File: src/rtl/adc_seq_pkg.sv
package adc_seq_pkg;

  localparam int BYTE_W   = 8;
  localparam int CHAN_W   = 2;
  localparam int SAMPLE_W = 12;
  localparam int NIB_W    = SAMPLE_W - BYTE_W;
  localparam int XFER_BYTES = 3;

  typedef enum logic [2:0] {
    ST_IDLE,
    ST_LEAD,
    ST_SHIFT,
    ST_TRAIL,
    ST_FINISH
  } seq_state_e;

  // Command: base pattern with channel field, shifted up by one.
  function automatic logic [BYTE_W-1:0] make_cmd(input logic [CHAN_W-1:0] ch);
    logic [BYTE_W-1:0] t;
    t = 8'h30 | (BYTE_W'(ch) << 1);
    return t << 1;
  endfunction

  // Sample: whole first reply byte on top, upper nibble of the second below.
  function automatic logic [SAMPLE_W-1:0] splice(input logic [BYTE_W-1:0] hi,
                                                 input logic [BYTE_W-1:0] lo);
    return {hi, lo[BYTE_W-1 -: NIB_W]};
  endfunction

endpackage

File: src/rtl/adc_spi_byte.sv
module adc_spi_byte
  import adc_seq_pkg::*;
#(
  parameter int DIV_W = 16
) (
  input  logic              clk,
  input  logic              rst_n,
  input  logic [DIV_W-1:0]  clk_div,
  input  logic              start,
  input  logic [BYTE_W-1:0] tx_byte,
  output logic [BYTE_W-1:0] rx_byte,
  output logic              done,
  output logic              sclk,
  output logic              mosi,
  input  logic              miso
);

  localparam int BIT_W = $clog2(BYTE_W);

  logic              active;
  logic [DIV_W-1:0]  div_q;
  logic [DIV_W-1:0]  cnt;
  logic [BIT_W-1:0]  bitn;
  logic [BYTE_W-1:0] sh_tx;
  logic [BYTE_W-1:0] sh_rx;

  always_ff @(posedge clk or negedge rst_n) begin
    if (!rst_n) begin
      active <= 1'b0;
      div_q  <= '0;
      cnt    <= '0;
      bitn   <= '0;
      sh_tx  <= '0;
      sh_rx  <= '0;
      sclk   <= 1'b0;
      done   <= 1'b0;
    end else begin
      done <= 1'b0;
      if (!active) begin
        if (start) begin
          active <= 1'b1;
          div_q  <= clk_div;
          cnt    <= '0;
          bitn   <= '0;
          sh_tx  <= tx_byte;
          sclk   <= 1'b0;
        end
      end else if (cnt == div_q) begin
        cnt <= '0;
        if (!sclk) begin
          sclk  <= 1'b1;
          sh_rx <= {sh_rx[BYTE_W-2:0], miso};
        end else begin
          sclk <= 1'b0;
          if (bitn == BIT_W'(BYTE_W - 1)) begin
            active <= 1'b0;
            done   <= 1'b1;
          end else begin
            bitn  <= bitn + 1'b1;
            sh_tx <= {sh_tx[BYTE_W-2:0], 1'b0};
          end
        end
      end else begin
        cnt <= cnt + 1'b1;
      end
    end
  end

  assign mosi    = active & sh_tx[BYTE_W-1];
  assign rx_byte = sh_rx;

  // data out is frozen across every high half of the clock
  a_r10_mosi_steady: assert property (@(posedge clk) disable iff (!rst_n)
    (sclk && $past(sclk)) |-> $stable(mosi));

  // the clock only runs inside a byte
  a_r9_sclk_parked: assert property (@(posedge clk) disable iff (!rst_n)
    (!active && !$past(active)) |-> !sclk);

endmodule

File: src/rtl/adc_rd_ctl.sv
module adc_rd_ctl
  import adc_seq_pkg::*;
#(
  parameter int NUM_PORTS = 3,
  parameter int PORT_W    = 2
) (
  input  logic                clk,
  input  logic                rst_n,
  input  logic                req_valid,
  output logic                req_ready,
  input  logic [PORT_W-1:0]   req_port,
  input  logic [CHAN_W-1:0]   req_chan,
  output logic                busy,
  output logic                eng_start,
  output logic [BYTE_W-1:0]   eng_tx,
  input  logic                eng_done,
  input  logic [BYTE_W-1:0]   eng_rx,
  output logic                cs_en,
  output logic [PORT_W-1:0]   port_q,
  output logic                res_valid,
  output logic [PORT_W-1:0]   res_port,
  output logic [CHAN_W-1:0]   res_chan,
  output logic [SAMPLE_W-1:0] res_data
);

  localparam int IDX_W = $clog2(XFER_BYTES);

  seq_state_e        state;
  logic [CHAN_W-1:0] chan_q;
  logic [IDX_W-1:0]  idx;
  logic [BYTE_W-1:0] hi_q;
  logic [BYTE_W-1:0] lo_q;
  logic              take;
  logic              port_ok;
  logic              last_byte;

  assign port_ok   = int'(req_port) < NUM_PORTS;
  assign req_ready = (state == ST_IDLE);
  assign take      = req_valid && req_ready;
  assign last_byte = (idx == IDX_W'(XFER_BYTES - 1));

  always_ff @(posedge clk or negedge rst_n) begin
    if (!rst_n) begin
      state  <= ST_IDLE;
      port_q <= '0;
      chan_q <= '0;
      idx    <= '0;
      hi_q   <= '0;
      lo_q   <= '0;
    end else begin
      case (state)
        ST_IDLE: begin
          if (take && port_ok) begin
            port_q <= req_port;
            chan_q <= req_chan;
            state  <= ST_LEAD;
          end
        end
        ST_LEAD: begin
          idx   <= '0;
          state <= ST_SHIFT;
        end
        ST_SHIFT: begin
          if (eng_done) begin
            if (idx == IDX_W'(1)) hi_q <= eng_rx;
            if (last_byte) begin
              lo_q  <= eng_rx;
              state <= ST_TRAIL;
            end else begin
              idx <= idx + 1'b1;
            end
          end
        end
        ST_TRAIL:  state <= ST_FINISH;
        ST_FINISH: state <= ST_IDLE;
        default:   state <= ST_IDLE;
      endcase
    end
  end

  assign busy      = (state != ST_IDLE);
  assign cs_en     = (state == ST_LEAD) || (state == ST_SHIFT);
  assign eng_start = (state == ST_LEAD) ||
                     ((state == ST_SHIFT) && eng_done && !last_byte);
  assign eng_tx    = (state == ST_LEAD) ? make_cmd(chan_q) : '0;

  assign res_valid = (state == ST_FINISH);
  assign res_port  = port_q;
  assign res_chan  = chan_q;
  assign res_data  = splice(hi_q, lo_q);

  // result strobe lasts one cycle
  a_r7_single_pulse: assert property (@(posedge clk) disable iff (!rst_n)
    res_valid |=> !res_valid);

  // busy still high while the result is shown
  a_r8_busy_at_result: assert property (@(posedge clk) disable iff (!rst_n)
    res_valid |-> busy);

  // target held for the whole read
  a_r8_target_held: assert property (@(posedge clk) disable iff (!rst_n)
    (busy && $past(busy)) |-> ($stable(port_q) && $stable(chan_q)));

  // select released before the result is shown
  a_r3_cs_released: assert property (@(posedge clk) disable iff (!rst_n)
    res_valid |-> !cs_en);

endmodule

File: src/rtl/adc_rd_seq.sv
module adc_rd_seq
  import adc_seq_pkg::*;
#(
  parameter int NUM_PORTS = 3,
  parameter int DIV_W     = 16,
  parameter int PORT_W    = (NUM_PORTS > 1) ? $clog2(NUM_PORTS) : 1
) (
  input  logic                 clk,
  input  logic                 rst_n,
  input  logic [DIV_W-1:0]     clk_div,
  input  logic                 req_valid,
  output logic                 req_ready,
  input  logic [PORT_W-1:0]    req_port,
  input  logic [1:0]           req_chan,
  output logic                 busy,
  output logic                 res_valid,
  output logic [PORT_W-1:0]    res_port,
  output logic [1:0]           res_chan,
  output logic [11:0]          res_data,
  output logic [NUM_PORTS-1:0] spi_sclk,
  output logic [NUM_PORTS-1:0] spi_mosi,
  input  logic [NUM_PORTS-1:0] spi_miso,
  output logic [NUM_PORTS-1:0] spi_cs_n
);

  logic              eng_start;
  logic [BYTE_W-1:0] eng_tx;
  logic [BYTE_W-1:0] eng_rx;
  logic              eng_done;
  logic              eng_sclk;
  logic              eng_mosi;
  logic              miso_sel;
  logic              cs_en;
  logic [PORT_W-1:0] port_q;

  adc_rd_ctl #(
    .NUM_PORTS (NUM_PORTS),
    .PORT_W    (PORT_W)
  ) u_ctl (
    .clk       (clk),
    .rst_n     (rst_n),
    .req_valid (req_valid),
    .req_ready (req_ready),
    .req_port  (req_port),
    .req_chan  (req_chan),
    .busy      (busy),
    .eng_start (eng_start),
    .eng_tx    (eng_tx),
    .eng_done  (eng_done),
    .eng_rx    (eng_rx),
    .cs_en     (cs_en),
    .port_q    (port_q),
    .res_valid (res_valid),
    .res_port  (res_port),
    .res_chan  (res_chan),
    .res_data  (res_data)
  );

  adc_spi_byte #(
    .DIV_W (DIV_W)
  ) u_eng (
    .clk     (clk),
    .rst_n   (rst_n),
    .clk_div (clk_div),
    .start   (eng_start),
    .tx_byte (eng_tx),
    .rx_byte (eng_rx),
    .done    (eng_done),
    .sclk    (eng_sclk),
    .mosi    (eng_mosi),
    .miso    (miso_sel)
  );

  always_comb begin
    miso_sel = 1'b0;
    for (int p = 0; p < NUM_PORTS; p++) begin
      if (port_q == PORT_W'(p)) miso_sel = spi_miso[p];
    end
  end

  for (genvar gp = 0; gp < NUM_PORTS; gp++) begin : g_port
    logic sel;
    assign sel          = (port_q == PORT_W'(gp));
    assign spi_cs_n[gp] = !(cs_en && sel);
    assign spi_sclk[gp] = eng_sclk && sel;
    assign spi_mosi[gp] = eng_mosi && sel;
  end

  // never more than one converter selected
  a_r3_one_select: assert property (@(posedge clk) disable iff (!rst_n)
    $onehot0(~spi_cs_n));

  // clock edges only reach a selected converter
  a_r3_clock_in_frame: assert property (@(posedge clk) disable iff (!rst_n)
    (|spi_sclk) |-> !(&spi_cs_n));

  // idle with no accepted target keeps every select high
  a_r11_idle_quiet: assert property (@(posedge clk) disable iff (!rst_n)
    !busy |-> (&spi_cs_n));

endmodule

File: config.mk
export PLATFORM = sky130hd
export DESIGN_NAME = adc_rd_seq
export DESIGN_NICKNAME = d
export VERILOG_FILES = /design/src/rtl/adc_seq_pkg.sv /design/src/rtl/adc_spi_byte.sv /design/src/rtl/adc_rd_ctl.sv /design/src/rtl/adc_rd_seq.sv
export SDC_FILE = /design/constraint.sdc
export NUM_CORES = 1
export LEC_CHECK = 0
export ABC_AREA = 1
export BUFFER_PORTS_ARGS = -buffer_cell sky130_fd_sc_hd__buf_2
export CORE_MARGIN = 10
export CORE_UTILIZATION = 52
export CTS_CLUSTER_DIAMETER = 50
export DETAILED_ROUTE_END_ITERATION = 7
export PLACE_DENSITY = 0.76
export SLEW_MARGIN = 20
export SYNTH_ARGS = -nofsm -noshare
export SYNTH_HDL_FRONTEND = slang
export SYNTH_SLANG_ARGS = --single-unit
File: constraint.sdc
create_clock -name clk -period 1.5 [get_ports clk]
set_clock_uncertainty 0.05 [all_clocks]
set_input_delay 0.15 -clock clk [delete_from_list [all_inputs] [get_ports clk]]
set_output_delay 0.15 -clock clk [all_outputs]
set_load 0.05 [all_outputs]
==> out/summary.log <==
[cts] Max Buffers Root-to-Sink 2
[sta] final worst path period need 1890 ps
[final_layout] final cell utilization of the core 0.901
[global_route] vias in the first global route 4067
[sta] post-route worst hold slack 34.5 ps
[sta] fin worst setup slack -386 ps
[final_layout] diode insertion count for antenna repair 0
[placement] detailed placement HPWL 6640 um
[drt] total iterations of the first detailed-routing run 5
[floorplanning] area enclosed by the die boundary 11000 sq um
[drt] post-detailed-route wirelength per cell 21.7 um
[final_layout] final net count 680
[sta] endpoints failing hold 0
[placement] port buffer count 53
[drt] wire length reported by the detailed router 16300 um
[cts] Clock Pin Slew Worst Setup and Hold Paths 90 ps
[setup_path] element type at the critical path start flop
[cts] clock sink count 73
[placement] Routability Congestion 0.846
[logic_synthesis] cells after synthesis 470
[drt] detailed-route via count 4449
[logic_synthesis] number of enable flip-flop cells after synthesis 0
[floorplanning] Site Rows 30
[sta] number of pins exceeding their max-slew limit in the final report 0
[global_route] Remaining Overflow, GRT 0
[global_route] pin count of the biggest net entering global routing 74
[sta] Period Utilization, post-route 1.26
[sta] unrepaired setup endpoints after global routing yes
[cts] clock buffers created by TritonCTS 9
[sta] transition time at the pin with the least slew margin 396 ps
[cts] root buffer cell sky130_fd_sc_hd__clkbuf_8
[setup_path] peak fanout along the critical path 4
[floorplanning] count of boundary I/O pins 54
[sta] top achievable clock speed 0.530 GHz
[run_status] failing checks negative setup slack
[global_route] global-route wire length before repair 20100 um
[setup_path] capturing element type of the critical path flop
[logic_synthesis] Syn Std Cell Area 3740 sq um
[run_status] status complete, but fails checks
[cts] clock network latency to the later pin of the worst-skew pair 360 ps
[floorplanning] Core ar. 6910 sq um
[setup_path] data arrival time of the worst path 2070 ps
[drt] DRC violations left 0
[final_layout] fraction of layout instances using a drive strength above 1 0.526
[setup_path] critical path required time 1680 ps
[floorplanning] vertical extent of the die 105 um
[logic_synthesis] Post-Synthesis Net Count 501
[logic_synthesis] Most used DFF post-synth sky130_fd_sc_hd__dfrtp_1
[job] Max Cap Violations 0
[setup_path] WS Path Type reg2reg
[power] VDD IR-drop max 1.76 mV
[power] leakage power total 3.14 nW
[logic_synthesis] number of flip-flops and latches in the synthesized netlist 73
[floorplanning] die outline width 105 um
[sta] endpoints failing setup 72
[final_layout] fin cells 750
[logic_synthesis] average cell area after synthesis 7.96 sq um
[final_layout] area taken by flip-flops and latches 1830 sq um
[cts] clock tree from TritonCTS yes
[floorplanning] effective utilization at floorplan 0.541
[logic_synthesis] number of warnings printed during yosys synthesis 0
[hold_path] class of the worst hold path in2reg
[power] power density cells 1570 nW/um^2
[global_route] combined global-route utilization of all metal layers 0.222
[drt] via density per instance 5.93
[drt] Final ANT Viol Nets 0
[logic_synthesis] proportion of synthesized chip area in sequential cells 0.488
[final_layout] area occupied by multi-input gates 2260 sq um
[cts] H-tree levels 3
[drt] 1st-iter DRT viols 444
[logic_synthesis] number of library cell types mapped by synthesis 30
[final_layout] Layout area overhead 66.3%
[final_layout] filler cell count in the final layout 286
[global_route] number of antenna violations at the first check in global routing 0
[sta] Worst slew margin 0.736
[logic_synthesis] share of synthesized flip-flops with an asynchronous set or reset 1.00
[placement] Post-Place Cells 660
==> stage by stage <==
stage,worst slack [ps],TNS (ps),cell area (sq um),power (mW)
after global routing,-421,-17420,6220,10.1
after global placement,-73.6,-1850,4570,5.58
after CTS,-129,-2040,5570,8.11
after detailed placement,-130,-3350,4570,5.69
final,-386,-13290,6220,9.78
after floorplan,-236,-1590,3810,4.67
==> report_power, final <==
part / internal, mW / switching [mW]
combinational: 2.11 / 2.98
clock: 0.937 / 0.832
sequential: 2.43 / 0.500
total: 5.48 / 4.31
==> worst paths after layout <==
| kind | start | endpoint | slack [ps] | cells after the start |
|---|---|---|---|---|
| min in group asynchronous | rst_n | u_eng.cnt[2] | 300 | 3 |
| min reg2reg | u_ctl.lo_q[5] | u_ctl.lo_q[5] | 450 | 2 |
| min | req_port[1] | u_ctl.port_q[1] | 30 | 3 |
| max | u_eng.cnt[1] | u_eng.cnt[15] | -390 | 8 |
| max in group asynchronous | rst_n | u_ctl.port_q[1] | 780 | 3 |
| max reg2reg | u_eng.cnt[1] | u_eng.cnt[15] | -390 | 8 |
==> layout make-up <==
| class | instances | share of cell area |
|---|---|---|
| Tap cell | 96 | 0.0193 |
| Sequential cell | 73 | 0.294 |
| Clock buffer | 9 | 0.0199 |
| Inverter | 65 | 0.0444 |
| Timing Repair Buffer | 174 | 0.244 |
| Clock inverter | 7 | 0.0153 |
| Multi-Input combinational cell | 326 | 0.363 |
==> metal layers <==
layer | track usage | up-vias | routed length (um) | part of all wire
li1 | - | 1857 | - | -
met1 | 0.252 | 2108 | 5540 | 0.34
met2 | 0.383 | 377 | 8060 | 0.49
met3 | 0.0577 | 107 | 1690 | 0.10
met4 | 0.0951 | 0 | 994 | 0.061
met5 | 0 | - | 0 | 0
==> synth_stat cells, types with 2 or more instances <==
library cell	instances	share of area
sky130_fd_sc_hd__nand2_4	4	0.012
sky130_fd_sc_hd__inv_2	11	0.011
sky130_fd_sc_hd__nand2_1	177	0.18
sky130_fd_sc_hd__buf_6	3	0.0090
sky130_fd_sc_hd__dfrtp_1	73	0.49
sky130_fd_sc_hd__mux2_2	5	0.015
sky130_fd_sc_hd__o21ai_1	12	0.016
sky130_fd_sc_hd__ha_1	5	0.017
sky130_fd_sc_hd__o22ai_1	10	0.017
sky130_fd_sc_hd__nand4_1	18	0.030
sky130_fd_sc_hd__nor2_1	27	0.027
sky130_fd_sc_hd__nor2_2	6	0.010
sky130_fd_sc_hd__o21ai_0	24	0.032
sky130_fd_sc_hd__inv_1	53	0.053
sky130_fd_sc_hd__xor2_1	8	0.019
sky130_fd_sc_hd__nor2_4	3	0.0090
sky130_fd_sc_hd__clkbuf_1	2	0.0020
sky130_fd_sc_hd__nor3_1	6	0.0080
sky130_fd_sc_hd__buf_2	3	0.0040
sky130_fd_sc_hd__nand3_1	10	0.013
==> cells in the final DEF (no fill, tap or decap), types with 3 or more instances in the layout <==
cell type                         n
sky130_fd_sc_hd__nor2_2           7
sky130_fd_sc_hd__clkbuf_8         9
sky130_fd_sc_hd__mux2_2           4
sky130_fd_sc_hd__buf_12           6
sky130_fd_sc_hd__clkinv_4         3
sky130_fd_sc_hd__nand3_2          6
sky130_fd_sc_hd__ha_1             3
sky130_fd_sc_hd__o22ai_1          5
sky130_fd_sc_hd__buf_6           19
sky130_fd_sc_hd__nand2_1        119
sky130_fd_sc_hd__dfrtp_1         72
sky130_fd_sc_hd__nand4_1         18
sky130_fd_sc_hd__nor3_2           4
sky130_fd_sc_hd__nor2_4          19
sky130_fd_sc_hd__dlygate4sd3_1   19
sky130_fd_sc_hd__inv_1           33
sky130_fd_sc_hd__o21ai_0          8
sky130_fd_sc_hd__buf_2           41
sky130_fd_sc_hd__clkinvlp_4       3
sky130_fd_sc_hd__buf_8            9
sky130_fd_sc_hd__o22ai_2          5
sky130_fd_sc_hd__o21ai_2         19
sky130_fd_sc_hd__nand2_4         22
sky130_fd_sc_hd__nand2_2         38
sky130_fd_sc_hd__nor2_1          10
sky130_fd_sc_hd__inv_2           25
sky130_fd_sc_hd__buf_4           77
sky130_fd_sc_hd__nand3_1          5
sky130_fd_sc_hd__nand2_8          7
sky130_fd_sc_hd__o21ai_1          9
sky130_fd_sc_hd__xor2_1           6
sky130_fd_sc_hd__inv_4            3
==> state kept, by name (all words and copies together) (netlist names) <==
| name | flops |
|---|---|
| u_eng.cnt | 16 |
| u_eng.div_q | 16 |
| u_ctl.hi_q | 8 |
| u_eng.rx_byte | 8 |
| u_eng.sh_tx | 6 |
| u_ctl.lo_q | 4 |
| u_ctl.state | 3 |
| u_eng.bitn | 3 |
| u_ctl.idx | 2 |
| u_ctl.port_q | 2 |
| u_ctl.res_chan | 2 |
| u_eng.active | 1 |
| u_eng.done | 1 |
| u_eng.sclk | 1 |
==> cell families after synthesis <==
family | count (synthesis) | share of synthesized area
flip-flops | 73 | 0.488
multiplexers | 5 | 0.0151
XOR/XNOR | 9 | 0.0211
AO/OA/AOI/OAI | 47 | 0.0672
buffers and inverters | 75 | 0.0883
adder cells (fa/ha/maj) | 5 | 0.0167
AND/OR/NAND/NOR | 256 | 0.303
==> critical path: stages (launching register included) <==
cell and delay [ps]:
sky130_fd_sc_hd__dfrtp_1 480, sky130_fd_sc_hd__buf_4 160, sky130_fd_sc_hd__nand2_1 100, sky130_fd_sc_hd__nor2_4 150, sky130_fd_sc_hd__nand2_2 110, sky130_fd_sc_hd__nor2_4 130, sky130_fd_sc_hd__nand2_1 110, sky130_fd_sc_hd__xor2_2 320
sky130_fd_sc_hd__o21ai_2 140
==> repair_timing <==
| item | CTS | global route |
|---|---|---|
| buffers inserted | 25 | 25 |
| pin swaps | 31 | 36 |
| gates resized for setup | 107 | 130 |
| setup endpoints to repair | 62 | 82 |
| cloned | 5 | 2 |
| endpoints found under the hold margin | 91 | 0 |
| hold buffers | 19 | 0 |
No activity file was read; power rests on OpenSTA's default activity.
